<file path="src/rtl/sba_pkg.sv">
package sba_pkg;
  // bytes per word expressed as a shift
  localparam int BYTE_OFS_W = 3;

  typedef enum logic {SB_IDLE, SB_RUN} sb_state_e;

  // clamp the requested count to the register length
  function automatic int eff_count(input int req, input int cap);
    return (req > cap) ? cap : req;
  endfunction
endpackage

</file>
<file path="src/rtl/sba_stream.sv">
module sba_stream #(
  parameter int AW    = 32,
  parameter int SW    = 16,
  parameter int VLW   = 7,
  parameter int MAXVL = 64,
  localparam int WW   = AW - sba_pkg::BYTE_OFS_W,
  localparam int IW   = $clog2(MAXVL),
  localparam int CW   = $clog2(MAXVL + 1)
) (
  input  logic           clk,
  input  logic           rst_n,
  input  logic           start_acc,
  input  logic [AW-1:0]  base_i,
  input  logic [SW-1:0]  stride_i,
  input  logic [VLW-1:0] vlen_i,
  input  logic           bank_free_i,
  output logic           run_o,
  output logic [WW-1:0]  word_o,
  output logic [IW-1:0]  idx_o,
  output logic           issue_o,
  output logic           last_o
);
  import sba_pkg::*;

  sb_state_e     st_q;
  logic [WW-1:0] word_q;
  logic [SW-1:0] stride_q;
  logic [IW-1:0] idx_q;
  logic [CW-1:0] left_q;
  logic [CW-1:0] len_eff;

  always_comb begin
    len_eff = CW'(eff_count(int'(vlen_i), MAXVL));
  end

  assign run_o   = (st_q == SB_RUN);
  assign issue_o = run_o && bank_free_i;
  assign last_o  = (left_q == CW'(1));
  assign word_o  = word_q;
  assign idx_o   = idx_q;

  always_ff @(posedge clk) begin
    if (!rst_n) begin
      st_q     <= SB_IDLE;
      word_q   <= '0;
      stride_q <= '0;
      idx_q    <= '0;
      left_q   <= '0;
    end else if (start_acc) begin
      word_q   <= WW'(base_i >> BYTE_OFS_W);
      stride_q <= stride_i;
      idx_q    <= '0;
      left_q   <= len_eff;
      st_q     <= (len_eff == '0) ? SB_IDLE : SB_RUN;
    end else if (issue_o) begin
      word_q <= word_q + WW'($signed(stride_q));
      idx_q  <= idx_q + IW'(1);
      left_q <= left_q - CW'(1);
      if (last_o) st_q <= SB_IDLE;
    end
  end
endmodule

</file>
<file path="src/rtl/sba_bank_timers.sv">
module sba_bank_timers #(
  parameter int NBANK = 16,
  parameter int BUSY  = 4,
  localparam int BBW  = $clog2(NBANK),
  localparam int TW   = $clog2(BUSY + 1)
) (
  input  logic           clk,
  input  logic           rst_n,
  input  logic [BBW-1:0] sel_i,
  input  logic           hit_i,
  output logic           free_o
);
  logic [TW-1:0] tmr [NBANK];

  for (genvar g = 0; g < NBANK; g++) begin : g_bank
    always_ff @(posedge clk) begin
      if (!rst_n)                          tmr[g] <= '0;
      else if (hit_i && sel_i == BBW'(g))  tmr[g] <= TW'(BUSY - 1);
      else if (tmr[g] != '0)               tmr[g] <= tmr[g] - TW'(1);
    end
  end

  assign free_o = (tmr[sel_i] == '0);
endmodule

</file>
<file path="src/rtl/sba_return_pipe.sv">
module sba_return_pipe #(
  parameter int LAT = 12,
  parameter int AW  = 32,
  parameter int IW  = 6
) (
  input  logic          clk,
  input  logic          rst_n,
  input  logic          push_i,
  input  logic [IW-1:0] idx_i,
  input  logic [AW-1:0] addr_i,
  input  logic          last_i,
  output logic          vld_o,
  output logic [IW-1:0] idx_o,
  output logic [AW-1:0] addr_o,
  output logic          last_o,
  output logic          inflight_o
);
  logic [LAT-1:0] v_q;
  logic [IW-1:0]  i_q [LAT];
  logic [AW-1:0]  a_q [LAT];
  logic [LAT-1:0] l_q;

  for (genvar g = 0; g < LAT; g++) begin : g_stage
    if (g == 0) begin : g_head
      always_ff @(posedge clk) begin
        if (!rst_n) v_q[0] <= 1'b0;
        else        v_q[0] <= push_i;
        i_q[0] <= idx_i;
        a_q[0] <= addr_i;
        l_q[0] <= last_i;
      end
    end else begin : g_body
      always_ff @(posedge clk) begin
        if (!rst_n) v_q[g] <= 1'b0;
        else        v_q[g] <= v_q[g-1];
        i_q[g] <= i_q[g-1];
        a_q[g] <= a_q[g-1];
        l_q[g] <= l_q[g-1];
      end
    end
  end

  assign vld_o      = v_q[LAT-1];
  assign idx_o      = i_q[LAT-1];
  assign addr_o     = a_q[LAT-1];
  assign last_o     = l_q[LAT-1] & v_q[LAT-1];
  assign inflight_o = |v_q;
endmodule

</file>
<file path="src/rtl/stride_bank_agu.sv">
module stride_bank_agu #(
  parameter int AW    = 32,
  parameter int SW    = 16,
  parameter int VLW   = 7,
  parameter int MAXVL = 64,
  parameter int NBANK = 16,
  parameter int BUSY  = 4,
  parameter int LAT   = 12,
  localparam int BBW  = $clog2(NBANK),
  localparam int IW   = $clog2(MAXVL),
  localparam int WW   = AW - sba_pkg::BYTE_OFS_W
) (
  input  logic           clk,
  input  logic           rst_n,
  input  logic           start,
  input  logic [AW-1:0]  base_addr,
  input  logic [SW-1:0]  stride,
  input  logic [VLW-1:0] vlen,
  output logic           busy,
  output logic           req_valid,
  output logic [AW-1:0]  req_addr,
  output logic [BBW-1:0] req_bank,
  output logic [IW-1:0]  req_idx,
  output logic           rsp_valid,
  output logic [IW-1:0]  rsp_idx,
  output logic [AW-1:0]  rsp_addr,
  output logic           done
);
  import sba_pkg::*;

  // named internal events
  logic          start_acc;
  logic          run_w;
  logic          issue_w;
  logic          last_elem_w;
  logic          bank_free_w;
  logic          inflight_w;
  logic          rsp_last_w;
  logic [WW-1:0] word_w;
  logic          done_q;

  assign start_acc = start && !busy;

  sba_stream #(
    .AW(AW), .SW(SW), .VLW(VLW), .MAXVL(MAXVL)
  ) u_stream (
    .clk(clk), .rst_n(rst_n), .start_acc(start_acc),
    .base_i(base_addr), .stride_i(stride), .vlen_i(vlen),
    .bank_free_i(bank_free_w), .run_o(run_w), .word_o(word_w),
    .idx_o(req_idx), .issue_o(issue_w), .last_o(last_elem_w)
  );

  assign req_bank  = word_w[BBW-1:0];
  assign req_addr  = {word_w, {BYTE_OFS_W{1'b0}}};
  assign req_valid = issue_w;

  sba_bank_timers #(
    .NBANK(NBANK), .BUSY(BUSY)
  ) u_timers (
    .clk(clk), .rst_n(rst_n), .sel_i(req_bank),
    .hit_i(issue_w), .free_o(bank_free_w)
  );

  sba_return_pipe #(
    .LAT(LAT), .AW(AW), .IW(IW)
  ) u_ret (
    .clk(clk), .rst_n(rst_n), .push_i(issue_w), .idx_i(req_idx),
    .addr_i(req_addr), .last_i(last_elem_w), .vld_o(rsp_valid),
    .idx_o(rsp_idx), .addr_o(rsp_addr), .last_o(rsp_last_w),
    .inflight_o(inflight_w)
  );

  assign busy = run_w | inflight_w;

  always_ff @(posedge clk) begin
    if (!rst_n) done_q <= 1'b0;
    else        done_q <= rsp_last_w | (start_acc && vlen == '0);
  end

  assign done = done_q;
endmodule

</file>
<file path="config.mk">
export PLATFORM = sky130hd
export DESIGN_NAME = stride_bank_agu
export DESIGN_NICKNAME = d
export VERILOG_FILES = /design/src/rtl/sba_pkg.sv /design/src/rtl/sba_stream.sv /design/src/rtl/sba_bank_timers.sv /design/src/rtl/sba_return_pipe.sv /design/src/rtl/stride_bank_agu.sv
export SDC_FILE = /design/constraint.sdc
export NUM_CORES = 1
export LEC_CHECK = 0
export ABC_CLOCK_PERIOD_IN_PS = 8600
export BUFFER_PORTS_ARGS = -buffer_cell sky130_fd_sc_hd__buf_2
export CAP_MARGIN = 20
export CORE_MARGIN = 3
export CORE_UTILIZATION = 60
export CTS_BUF_LIST = sky130_fd_sc_hd__clkbuf_4 sky130_fd_sc_hd__clkbuf_8 sky130_fd_sc_hd__clkbuf_16
export DETAILED_ROUTE_END_ITERATION = 10
export PLACE_DENSITY = 0.91
export SLEW_MARGIN = 20
export SYNTH_ARGS = -nofsm -noshare
export SYNTH_HDL_FRONTEND = slang
export SYNTH_SLANG_ARGS = --single-unit
</file>
<file path="constraint.sdc">
create_clock -name clk -period 8.6 [get_ports clk]
set_input_delay 1.29 -clock clk [delete_from_list [all_inputs] [get_ports clk]]
set_output_delay 1.29 -clock clk [all_outputs]
set_load 0.05 [all_outputs]
</file>
==> results of run 1 <==
flip-flops by register name (all words and copies together) (netlist names), named ones only:
signal             flops
u_ret.a_q            348
u_ret.i_q             72
u_timers.tmr          48
u_stream.word_o       29
u_stream.stride_q     16
u_ret.l_q             12
u_ret.v_q             11
u_stream.left_q        7
u_stream.idx_o         6
done                   1
u_ret.vld_o            1
u_stream.run_o         1
cell families (layout without fill, tap and decap cells):
| group | count (synthesis) | after routing |
|---|---|---|
| DFF | 556 | 556 |
| and+or+nand+nor | 255 | 255 |
| AOI/OAI and AO/OA | 219 | 219 |
| buffers and inverters | 116 | 287 |
| adders and majority gates | 64 | 64 |
| xor gates and xnor gates | 32 | 32 |
| muxes | 8 | 8 |
| other | 1 | 7 |
worst max-delay path: stages (launching register included):
cell      delay (ps)
dfxtp_1          790
nor4_1           120
a211oi_1         310
a21oi_1           90
mux4_2           550
nand2_2          320
inv_4            160
buf_2            250
final cells by class:
type | instances | area (sq um)
sequential | 556 | 11600
fill | 1635 | 7520
multi-input combinational | 584 | 3930
clock buffer | 67 | 1440
timing repair buffer | 136 | 691
tap | 335 | 419
clock inverter | 25 | 375
inverter | 59 | 224
antenna | 1 | 2.50
power by group:
part	switching, W	total [W]	internal (W)
Sequential	0.000296	0.00363	0.00333
Combinational	0.000944	0.00141	0.000466
Clock	0.000948	0.00235	0.00140
path summary, 6_finish.rpt:
kind | start | to | cells past startpoint
max | flip-flop | req_valid | 7
min | u_ret.l_q[0] | u_ret.l_q[1] | 0
max reg2reg | flip-flop | u_timers.tmr[2][1] | 10
min reg2reg | u_ret.l_q[0] | u_ret.l_q[1] | 0
metal layers:
metal	routed length, um	global-route usage, %	vias up
met4	973	8.32	2
li1	-	-	4564
met3	1910	4.08	74
met1	12000	24.2	4358
met5	11	0	-
met2	14800	35.5	374
synth_stat cells, types with 19 or more instances:
cell      number
a21oi_1       69
dfxtp_1      508
clkbuf_1      31
nor2_1        84
edfxtp_1      48
o21ai_0       28
inv_1         58
ha_1          63
o21a_1        27
nor4_1        24
nand2_1       58
xor2_1        19
per-stage QoR:
stage	cells	cell area, sq um	hold WS, ps
final	1763	18700	312
after global routing	1763	18700	317
after CTS	1762	18700	311
after detailed placement	1670	16900	312
after global placement	1670	16900	310
after floorplan	1256	16100	310
==> impl_metrics.yaml, run 1 <==
finish:
  layout_commonest_cell: "dfxtp_1"
  final_cell_mix: "dfxtp_1, buf_2, nor2_1, a21oi_1, ha_1"
  drive_above_1_share_pct: 17.2
  nets: 1508
  utilization_pct: 71.3
  area_growth_pct: 16.2
clocking:
  cts_buffer_depth: 3
  cts.sinks: 556
  clock_latency_ps: 570
  clkTransAtPathRegs_ps: 70
  ctsResizeCount: 0
  cts_tree: "yes"
  cts_buffers: 49
  cts-root-buf: "clkbuf_16"
  ctsHoldBuffers: 0
  cts_setup_buffers: 0
  htreeDepth: 2
die:
  dieWidth_um: 170
  start_util_pct: 61.3
  die_h_um: 170
  io_pins: 142
  die_area_sq_um: 28800
  coreArea_sq_um: 26200
  rows: 59
synth:
  ys_ff_latch: 556
  yosysTopAreaCell: "dfxtp_1"
  synth_mux_area_share_pct: 0.576
  synth-compound-area-share_pct: 9.22
  synth_edf_count: 48
  synth_warnings: 0
  synthAdderAreaFrac_pct: 5.03
  ys_top_cells_by_area: "dfxtp_1, edfxtp_1, ha_1"
  synth_ff_type: "dfxtp_1"
  seq_area_frac_synth_pct: 72.2
  synth_cell_types: 63
  synth_top_family_by_area: "compound AO/OA/AOI/OAI gates"
  synth_xor_area_share_pct: 1.74
  syn_area_per_cell_sq_um: 12.8
  synth_simple_gate_area_share_pct: 7.70
  synth_top_area_share_pct: 63.3
  netlist_area_sq_um: 16100
  async_flop_share_pct: 0
  synthCells: 1251
placement:
  place_congestion: 0.840
  pre_cts_ws_ps: 4770
  portBuffers: 132
  hpwl_um: 18000
power_and_ir_drop:
  leakage_nw: 7.98
  powerDensity_nw_per_um2: 395
  power_w: 0.00738
  ir_drop_uv: 235
worst_setup_path:
  reg2reg_slack_ps: 4760
  crit_fanout: 16
  crit_path_start_kind: "flip-flop"
  required_ps: 7310
  worstSetupPathType: "flip-flop to primary output"
  end_kind: "primary output"
  worstPathArrival_ps: 3140
drt:
  ant_nets: 0
  totalWireLength_um: 29700
  avgRoutedWirePerCell_um: 16.8
  initialDrtViolationCount: 559
  num_vias: 9372
  first_pass_iters: 5
  drc: 0
  drt-vias-per-instance: 5.32
sta:
  rsz0062_at_grt: "no"
  slew_viol_final: 0
  setup-tns-final_ps: 0
  tightestPinTransition_ps: 1040
  relSlewSlack_pct: 30.5
  period_share_pct: 51.6
  clock_skew_ps: 29.6
  setup_slack_ps: 4170
  hold_viol: 0
  period_needed_ps: 4430
  setup_viol: 0
  fmaxAchievable_mhz: 225
global_route:
  grt_pass1_wl_um: 46300
  antenna_found_initial: 2
  grt_max_degree: 84
  gr-usage-all-layers_pct: 20.1
  grt-ovfl-total: 0
  grt_pass1_vias: 9285
outcome:
  status: "completed"
run:
  drv_cap: 0
min_path:
  min_path_type: "flip-flop to flip-flop"
No activity file was read; power rests on OpenSTA's default activity.
==> inputs of run 2 (changes only) <==
--- a/config.mk
+++ b/config.mk
@@ -5,14 +5,15 @@
 export SDC_FILE = /design/constraint.sdc
 export NUM_CORES = 1
 export LEC_CHECK = 0
-export ABC_CLOCK_PERIOD_IN_PS = 8600
+export ABC_AREA = 1
+export ABC_CLOCK_PERIOD_IN_PS = 4000
 export BUFFER_PORTS_ARGS = -buffer_cell sky130_fd_sc_hd__buf_2
 export CAP_MARGIN = 20
 export CORE_MARGIN = 3
-export CORE_UTILIZATION = 60
+export CORE_UTILIZATION = 52
 export CTS_BUF_LIST = sky130_fd_sc_hd__clkbuf_4 sky130_fd_sc_hd__clkbuf_8 sky130_fd_sc_hd__clkbuf_16
 export DETAILED_ROUTE_END_ITERATION = 10
-export PLACE_DENSITY = 0.91
+export PLACE_DENSITY = 0.85
 export SLEW_MARGIN = 20
 export SYNTH_ARGS = -nofsm -noshare
 export SYNTH_HDL_FRONTEND = slang
==> constraint.sdc (replaced) <==
create_clock -name clk -period 4 [get_ports clk]
set_input_delay 0.6 -clock clk [delete_from_list [all_inputs] [get_ports clk]]
set_output_delay 0.6 -clock clk [all_outputs]
set_load 0.05 [all_outputs]
==> run 2 against run 1 <==
Against the previous run: synthesized cell count grew 29%; register-to-register slack lost 3500 ps; setup slack lost 3400 ps; critical path type unchanged; largest power group unchanged.
==> impl_metrics.yaml, run 2 <==
die:
  coreArea_sq_um: 31800
  io_pins: 142
  die_h_um: 186
  dieWidth_um: 186
  die_area_sq_um: 34700
  start_util_pct: 53.2
  rows: 65
finish:
  area_growth_pct: 15.3
  fin_cells: 2232
  nets: 1881
  largestRegisters: "u_ret.a_q: 348 flops, u_ret.i_q: 72 flops, u_timers.tmr: 48 flops"
  largest_reg_flops: 348
  drive_above_1_share_pct: 13.6
  n_fill_cell: 2561
  regMostFlops: "u_ret.a_q"
  num_antenna_cells: 0
  layout_commonest_cell: "dfxtp_1"
  final_cell_mix: "dfxtp_1, nand2_1, nor2_1, inv_1, buf_2"
synth:
  synth_top_area_share_pct: 60.2
  yosysMostFrequentCell: "dfxtp_1"
  synth_warnings: 0
  yosysTopAreaCell: "dfxtp_1"
  synth_top_family_by_area: "simple AND/OR/NAND/NOR gates"
  synth_edf_count: 48
  synth_ff_type: "dfxtp_1"
  synth_simple_gate_area_share_pct: 15.5
  ys_top_cells_by_area: "dfxtp_1, edfxtp_1, nand2_1"
  synth-compound-area-share_pct: 4.13
  netlist_area_sq_um: 16900
  ys_ff_latch: 556
  syn_area_per_cell_sq_um: 10.5
  synth_xor_area_share_pct: 1.24
  synthCells: 1616
  seq_area_frac_synth_pct: 68.7
  synthAdderAreaFrac_pct: 4.78
  async_flop_share_pct: 0
  synth_common_cells: "dfxtp_1, nand2_1, nor2_1, inv_1, nand3_1"
  synth_cell_types: 34
  synth_mux_area_share_pct: 0
clocking:
  cts_setup_buffers: 0
  ctsHoldBuffers: 0
  cts_buffers: 49
  clock_latency_ps: 570
  clkTransAtPathRegs_ps: 60
  cts.sinks: 556
  htreeDepth: 2
  cts-root-buf: "clkbuf_16"
  cts_tree: "yes"
  ctsResizeCount: 0
  cts_buffer_depth: 3
min_path:
  whs_endpoint: "u_stream.stride_q[0]"
  holdPathStages: 3
  min_from: "stride[0]"
  min_path_type: "input port to flip-flop"
placement:
  hpwl_um: 22200
  dp_cells: 2143
  portBuffers: 132
  place_congestion: 0.845
global_route:
  grt_pass1_wl_um: 51000
  grt-ovfl-total: 0
  grt_pass1_vias: 10600
  grt_max_degree: 58
  antenna_found_initial: 0
  gr-usage-all-layers_pct: 17.8
sta:
  setup_viol: 0
  period_needed_ps: 3190
  relSlewSlack_pct: 50.0
  tightestPinTransition_ps: 749
  setup-tns-final_ps: 0
  slew_viol_final: 0
  fmaxAchievable_mhz: 313
  rsz0062_at_grt: "no"
  period_share_pct: 79.8
  clock_skew_ps: 24.8
  hold_viol: 0
worst_setup_path:
  timing.rr.end: "u_stream.word_o[16]"
  critPathMaxStageDelay_ps: 730
  crit_path_start_kind: "flip-flop"
  crit_top_cell: "nand3_1"
  required_ps: 3400
  crit_fanout: 17
  cpMaxStageDelayCell: "dfxtp_1"
  end_kind: "primary output"
  worstPathArrival_ps: 2590
  worstPathCellList: "nor2_1 -> nand3_1 -> nand3_1 -> nand3_1 -> nand3_2 -> nand3_4 -> inv_1 -> buf_2"
  reg2regPathDepth: 10
  reg2reg_slack_ps: 1220
  worstSetupPathType: "flip-flop to primary output"
drt:
  ant_nets: 0
  avgRoutedWirePerCell_um: 14.1
  first_pass_iters: 7
  drt-vias-per-instance: 4.80
  drt-met1-wl_um: 13900
  met2_length_um: 15000
  dr_wl_met3_um: 1800
  num_vias: 10700
  routed.top_layer: "met4"
  totalWireLength_um: 31500
  initialDrtViolationCount: 832
  drc: 0
outcome:
  status: "completed"
run:
  drv_cap: 0
power_and_ir_drop:
  leakage_nw: 8.96
  ir_drop_uv: 514
  powerDensity_nw_per_um2: 834
-- run 2: report_power, final --
group | internal (W) | switching (W) | leakage, nW | total [W]
clock network | 0.00257 | 0.00198 | 0.807 | 0.00455
logic | 0.00103 | 0.00260 | 3.43 | 0.00363
registers | 0.00744 | 0.000651 | 4.72 | 0.00809
total | 0.0110 | 0.00523 | 8.96 | 0.0163
-- run 2: per-layer routing --
layer / vias to the layer above / GRT usage (%)
met5: - / 0
li1: 5419 / -
met2: 301 / 30.6
met3: 62 / 3.44
met1: 4924 / 22.4
met4: 0 / 6.40
-- run 2: critical path, delay by kind of cell (launching register included) --
kind | cells | cell delay [ps]
flip-flops | 1 | 730
AND/OR/NAND/NOR | 6 | 1000
buffers and inverters | 2 | 290
-- run 2: kinds of logic (layout without fill, tap and decap cells) --
| kind of cell | after synthesis | in the layout |
|---|---|---|
| DFF | 556 | 556 |
| other | 1 | 6 |
| xor gates and xnor gates | 24 | 24 |
| AOI/OAI and AO/OA | 137 | 137 |
| buffers and inverters | 223 | 399 |
| and+or+nand+nor | 611 | 611 |
| adders and majority gates | 64 | 64 |
-- run 2: worst max path at each step --
stage	start	to	slack [ps]	cells after the start
finish	flip-flop	req_valid	810	8
global route	flip-flop	req_valid	650	8
CTS	flip-flop	req_valid	800	8
detailed placement	flip-flop	u_stream.word_o[16]	1250	10
global placement	flip-flop	u_stream.word_o[16]	1320	10
floorplan	u_stream.word_o[0]	u_stream.word_o[24]	1820	14
-- run 2: area by class of cell --
class | instances | area, sq um | share of cell area [%]
Sequential cell | 556 | 11600 | 59.6
Clock buffer | 68 | 1450 | 7.46
Timing Repair Buffer | 138 | 706 | 3.62
Clock inverter | 21 | 171 | 0.879
Tap cell | 435 | 544 | 2.79
Multi-Input combinational cell | 842 | 4370 | 22.4
Inverter | 172 | 646 | 3.31
-- run 2: stage by stage --
step,util (%),hold WS (ps),worst slack (ps),total power [W],cell area (sq um)
after floorplan,-,310,1820,0.0108,16900
after global placement,56.2,310,1320,0.0115,17900
after detailed placement,56.2,312,1250,0.0118,17900
after CTS,61.3,275,804,0.0164,19500
after global routing,61.3,282,653,0.0172,19500
final,61.3,298,807,0.0163,19500
==> inputs of run 3 (changes only) <==
--- a/config.mk
+++ b/config.mk
@@ -5,8 +5,8 @@
 export SDC_FILE = /design/constraint.sdc
 export NUM_CORES = 1
 export LEC_CHECK = 0
-export ABC_AREA = 1
-export ABC_CLOCK_PERIOD_IN_PS = 4000
+export ABC_AREA = 0
+export ABC_CLOCK_PERIOD_IN_PS = 2900
 export BUFFER_PORTS_ARGS = -buffer_cell sky130_fd_sc_hd__buf_2
 export CAP_MARGIN = 20
 export CORE_MARGIN = 3
==> constraint.sdc (replaced) <==
create_clock -name clk -period 2.9 [get_ports clk]
set_input_delay 0.435 -clock clk [delete_from_list [all_inputs] [get_ports clk]]
set_output_delay 0.435 -clock clk [all_outputs]
set_load 0.05 [all_outputs]
==> run 3 against run 2 <==
Against the previous run: sequential cell count stayed put; setup slack worse by 740 ps; global-route usage is 0.24 points higher; highest routed layer unchanged; critical endpoint unchanged; utilization is 2.7 points higher; via count is 11% lower; largest power group unchanged.
==> impl_metrics.yaml, run 3 (synthesis gave the netlist of run 1 again) <==
die:
  die_area_sq_um: 33100
  dieWidth_um: 182
  io_pins: 142
  coreArea_sq_um: 30000
  start_util_pct: 53.5
  die_h_um: 182
  rows: 63
global_route:
  antenna_found_initial: 0
  grt_pass1_wl_um: 48500
  grt_use_met3_pct: 3.83
  grt_pass1_vias: 9778
  grt-ovfl-total: 0
  grt-busiest-layer: "met2"
  grt_use_met1_pct: 21.1
  gr-usage-all-layers_pct: 18.0
  use_met2_pct: 32.4
  grt_max_degree: 51
worst_setup_path:
  path_buf_inv: 3
  critical-path-top-delay-family: "multiplexers"
  worstPathCellList: "buf_12 -> nor4_1 -> a41oi_1 -> a21oi_1 -> mux4_2 -> nand2_4 -> clkinv_8 -> buf_12"
  cpMaxStageDelayCell: "mux4_2"
  worstPathArrival_ps: 2400
  required_ps: 2470
  end_kind: "primary output"
  crit_path_start_kind: "flip-flop"
  crit_top_cell: "buf_12"
  crit_fanout: 8
  critPathMaxStageDelay_ps: 540
  worstSetupPathType: "flip-flop to primary output"
clocking:
  clkTransAtPathRegs_ps: 60
  ctsHoldBuffers: 0
  cts.sinks: 556
  cts_buffer_depth: 3
  htreeDepth: 2
  cts-root-buf: "clkbuf_16"
  clock_latency_ps: 580
  cts_tree: "yes"
  cts_buffers: 49
sta:
  setup_viol: 0
  rsz0062_at_grt: "yes"
  hold_viol: 0
  fmaxAchievable_mhz: 353
  period_share_pct: 97.8
  clock_skew_ps: 39.8
  period_needed_ps: 2840
  tightestPinTransition_ps: 642
  setup-tns-final_ps: 0
  holdWs_ps: 104
  relSlewSlack_pct: 57.2
  slew_viol_final: 0
power_and_ir_drop:
  powerDensity_nw_per_um2: 1150
  ir_drop_uv: 528
  leakage_nw: 8.23
drt:
  drt-vias-per-instance: 5.12
  totalWireLength_um: 30500
  num_vias: 9519
  ant_nets: 0
  drc: 0
  initialDrtViolationCount: 519
  avgRoutedWirePerCell_um: 16.4
  first_pass_iters: 4
finish:
  largestRegisters: "u_ret.a_q: 348 flops, u_ret.i_q: 72 flops, u_timers.tmr: 48 flops"
  drive_above_1_share_pct: 20.3
  utilization_pct: 64.0
  num_antenna_cells: 0
  nets: 1555
  final_cell_area_sq_um: 19200
  layout_commonest_cell: "dfxtp_1"
  area_growth_pct: 19.6
  final_cell_mix: "dfxtp_1, buf_2, nor2_1, a21oi_1, ha_1"
  fin_cells: 1859
  largest_reg_flops: 348
  n_fill_cell: 2128
  regMostFlops: "u_ret.a_q"
placement:
  placed_cell_area_sq_um: 17300
  dp_cells: 1765
  portBuffers: 132
  hpwl_um: 19700
  place_congestion: 0.857
run:
  drv_cap: 0
min_path:
  min_path_type: "input port to flip-flop"
outcome:
  status: "completed"
==> run 3: cell types whose count changed in the layout (fill, tap and decap cells not counted), sizes merged, moves of 12 or more <==
cell | previous run | this run
a211oi | 0 | 20
a21oi | 54 | 69
and2 | 0 | 12
buf | 138 | 182
inv | 175 | 60
nand2 | 240 | 59
nand3 | 116 | 11
nor2 | 205 | 84
nor4 | 2 | 24
o211ai | 1 | 13
o21a | 2 | 27
o21ai | 78 | 28
o221ai | 0 | 17
==> run 3: layer usage <==
| layer | share of wire (%) | up-vias |
|---|---|---|
| met5 | 0 | - |
| met4 | 3.4 | 0 |
| met3 | 5.4 | 67 |
| met2 | 51 | 265 |
| met1 | 40 | 4535 |
| li1 | - | 4652 |
==> run 3: through the flow <==
stage	worst slack [ps]	total power [W]
after global routing	-2.31	0.0231
after CTS	3.09	0.0221
after global placement	51.7	0.0148
final	64.5	0.0221
after floorplan	9.18	0.0138
after detailed placement	28.1	0.0152
==> run 3: area by class of cell <==
class / count / area, sq um / area share (%)
sequential: 556 / 11600 / 60.4
inverter: 59 / 234 / 1.22
clock inverter: 18 / 308 / 1.60
clock buffer: 69 / 1430 / 7.45
multi-input combinational: 584 / 3980 / 20.7
timing repair buffer: 183 / 1160 / 6.05
tap: 390 / 488 / 2.54
==> run 3: final timing paths <==
kind                            slack [ps]             start  cells after the start                     to
worst min-delay path                   100        stride[12]                      3  u_stream.stride_q[12]
worst max register to register          70         flip-flop                      9    u_timers.tmr[12][2]
worst max-delay path                    60         flip-flop                      8              req_valid
worst min register to register         310  u_ret.a_q[0][31]                      0       u_ret.a_q[1][31]
==> run 3: worst register-to-register path: stages (launching register included) <==
cell and delay (ps):
dfxtp_4 360, buf_12 140, buf_4 130, nor4_1 300, a41oi_1 80, a21oi_1 160
mux4_2 300, nand2_4 110, or3_1 500, o211ai_1 400
==> run 3: repair_timing <==
action                     4_1_cts  5_1_grt
resized for setup                4       17
buffers inserted                 0        6
cloned                           0        1
pin swaps                        2        4
setup endpoints to repair        1        5
==> run 3: report_power, final <==
group | total, W | internal [W] | leakage (nW) | switching (W)
Clock | 0.00673 | 0.00395 | 0.858 | 0.00278
Sequential | 0.0106 | 0.00988 | 4.72 | 0.000737
Combinational | 0.00472 | 0.00168 | 2.65 | 0.00305
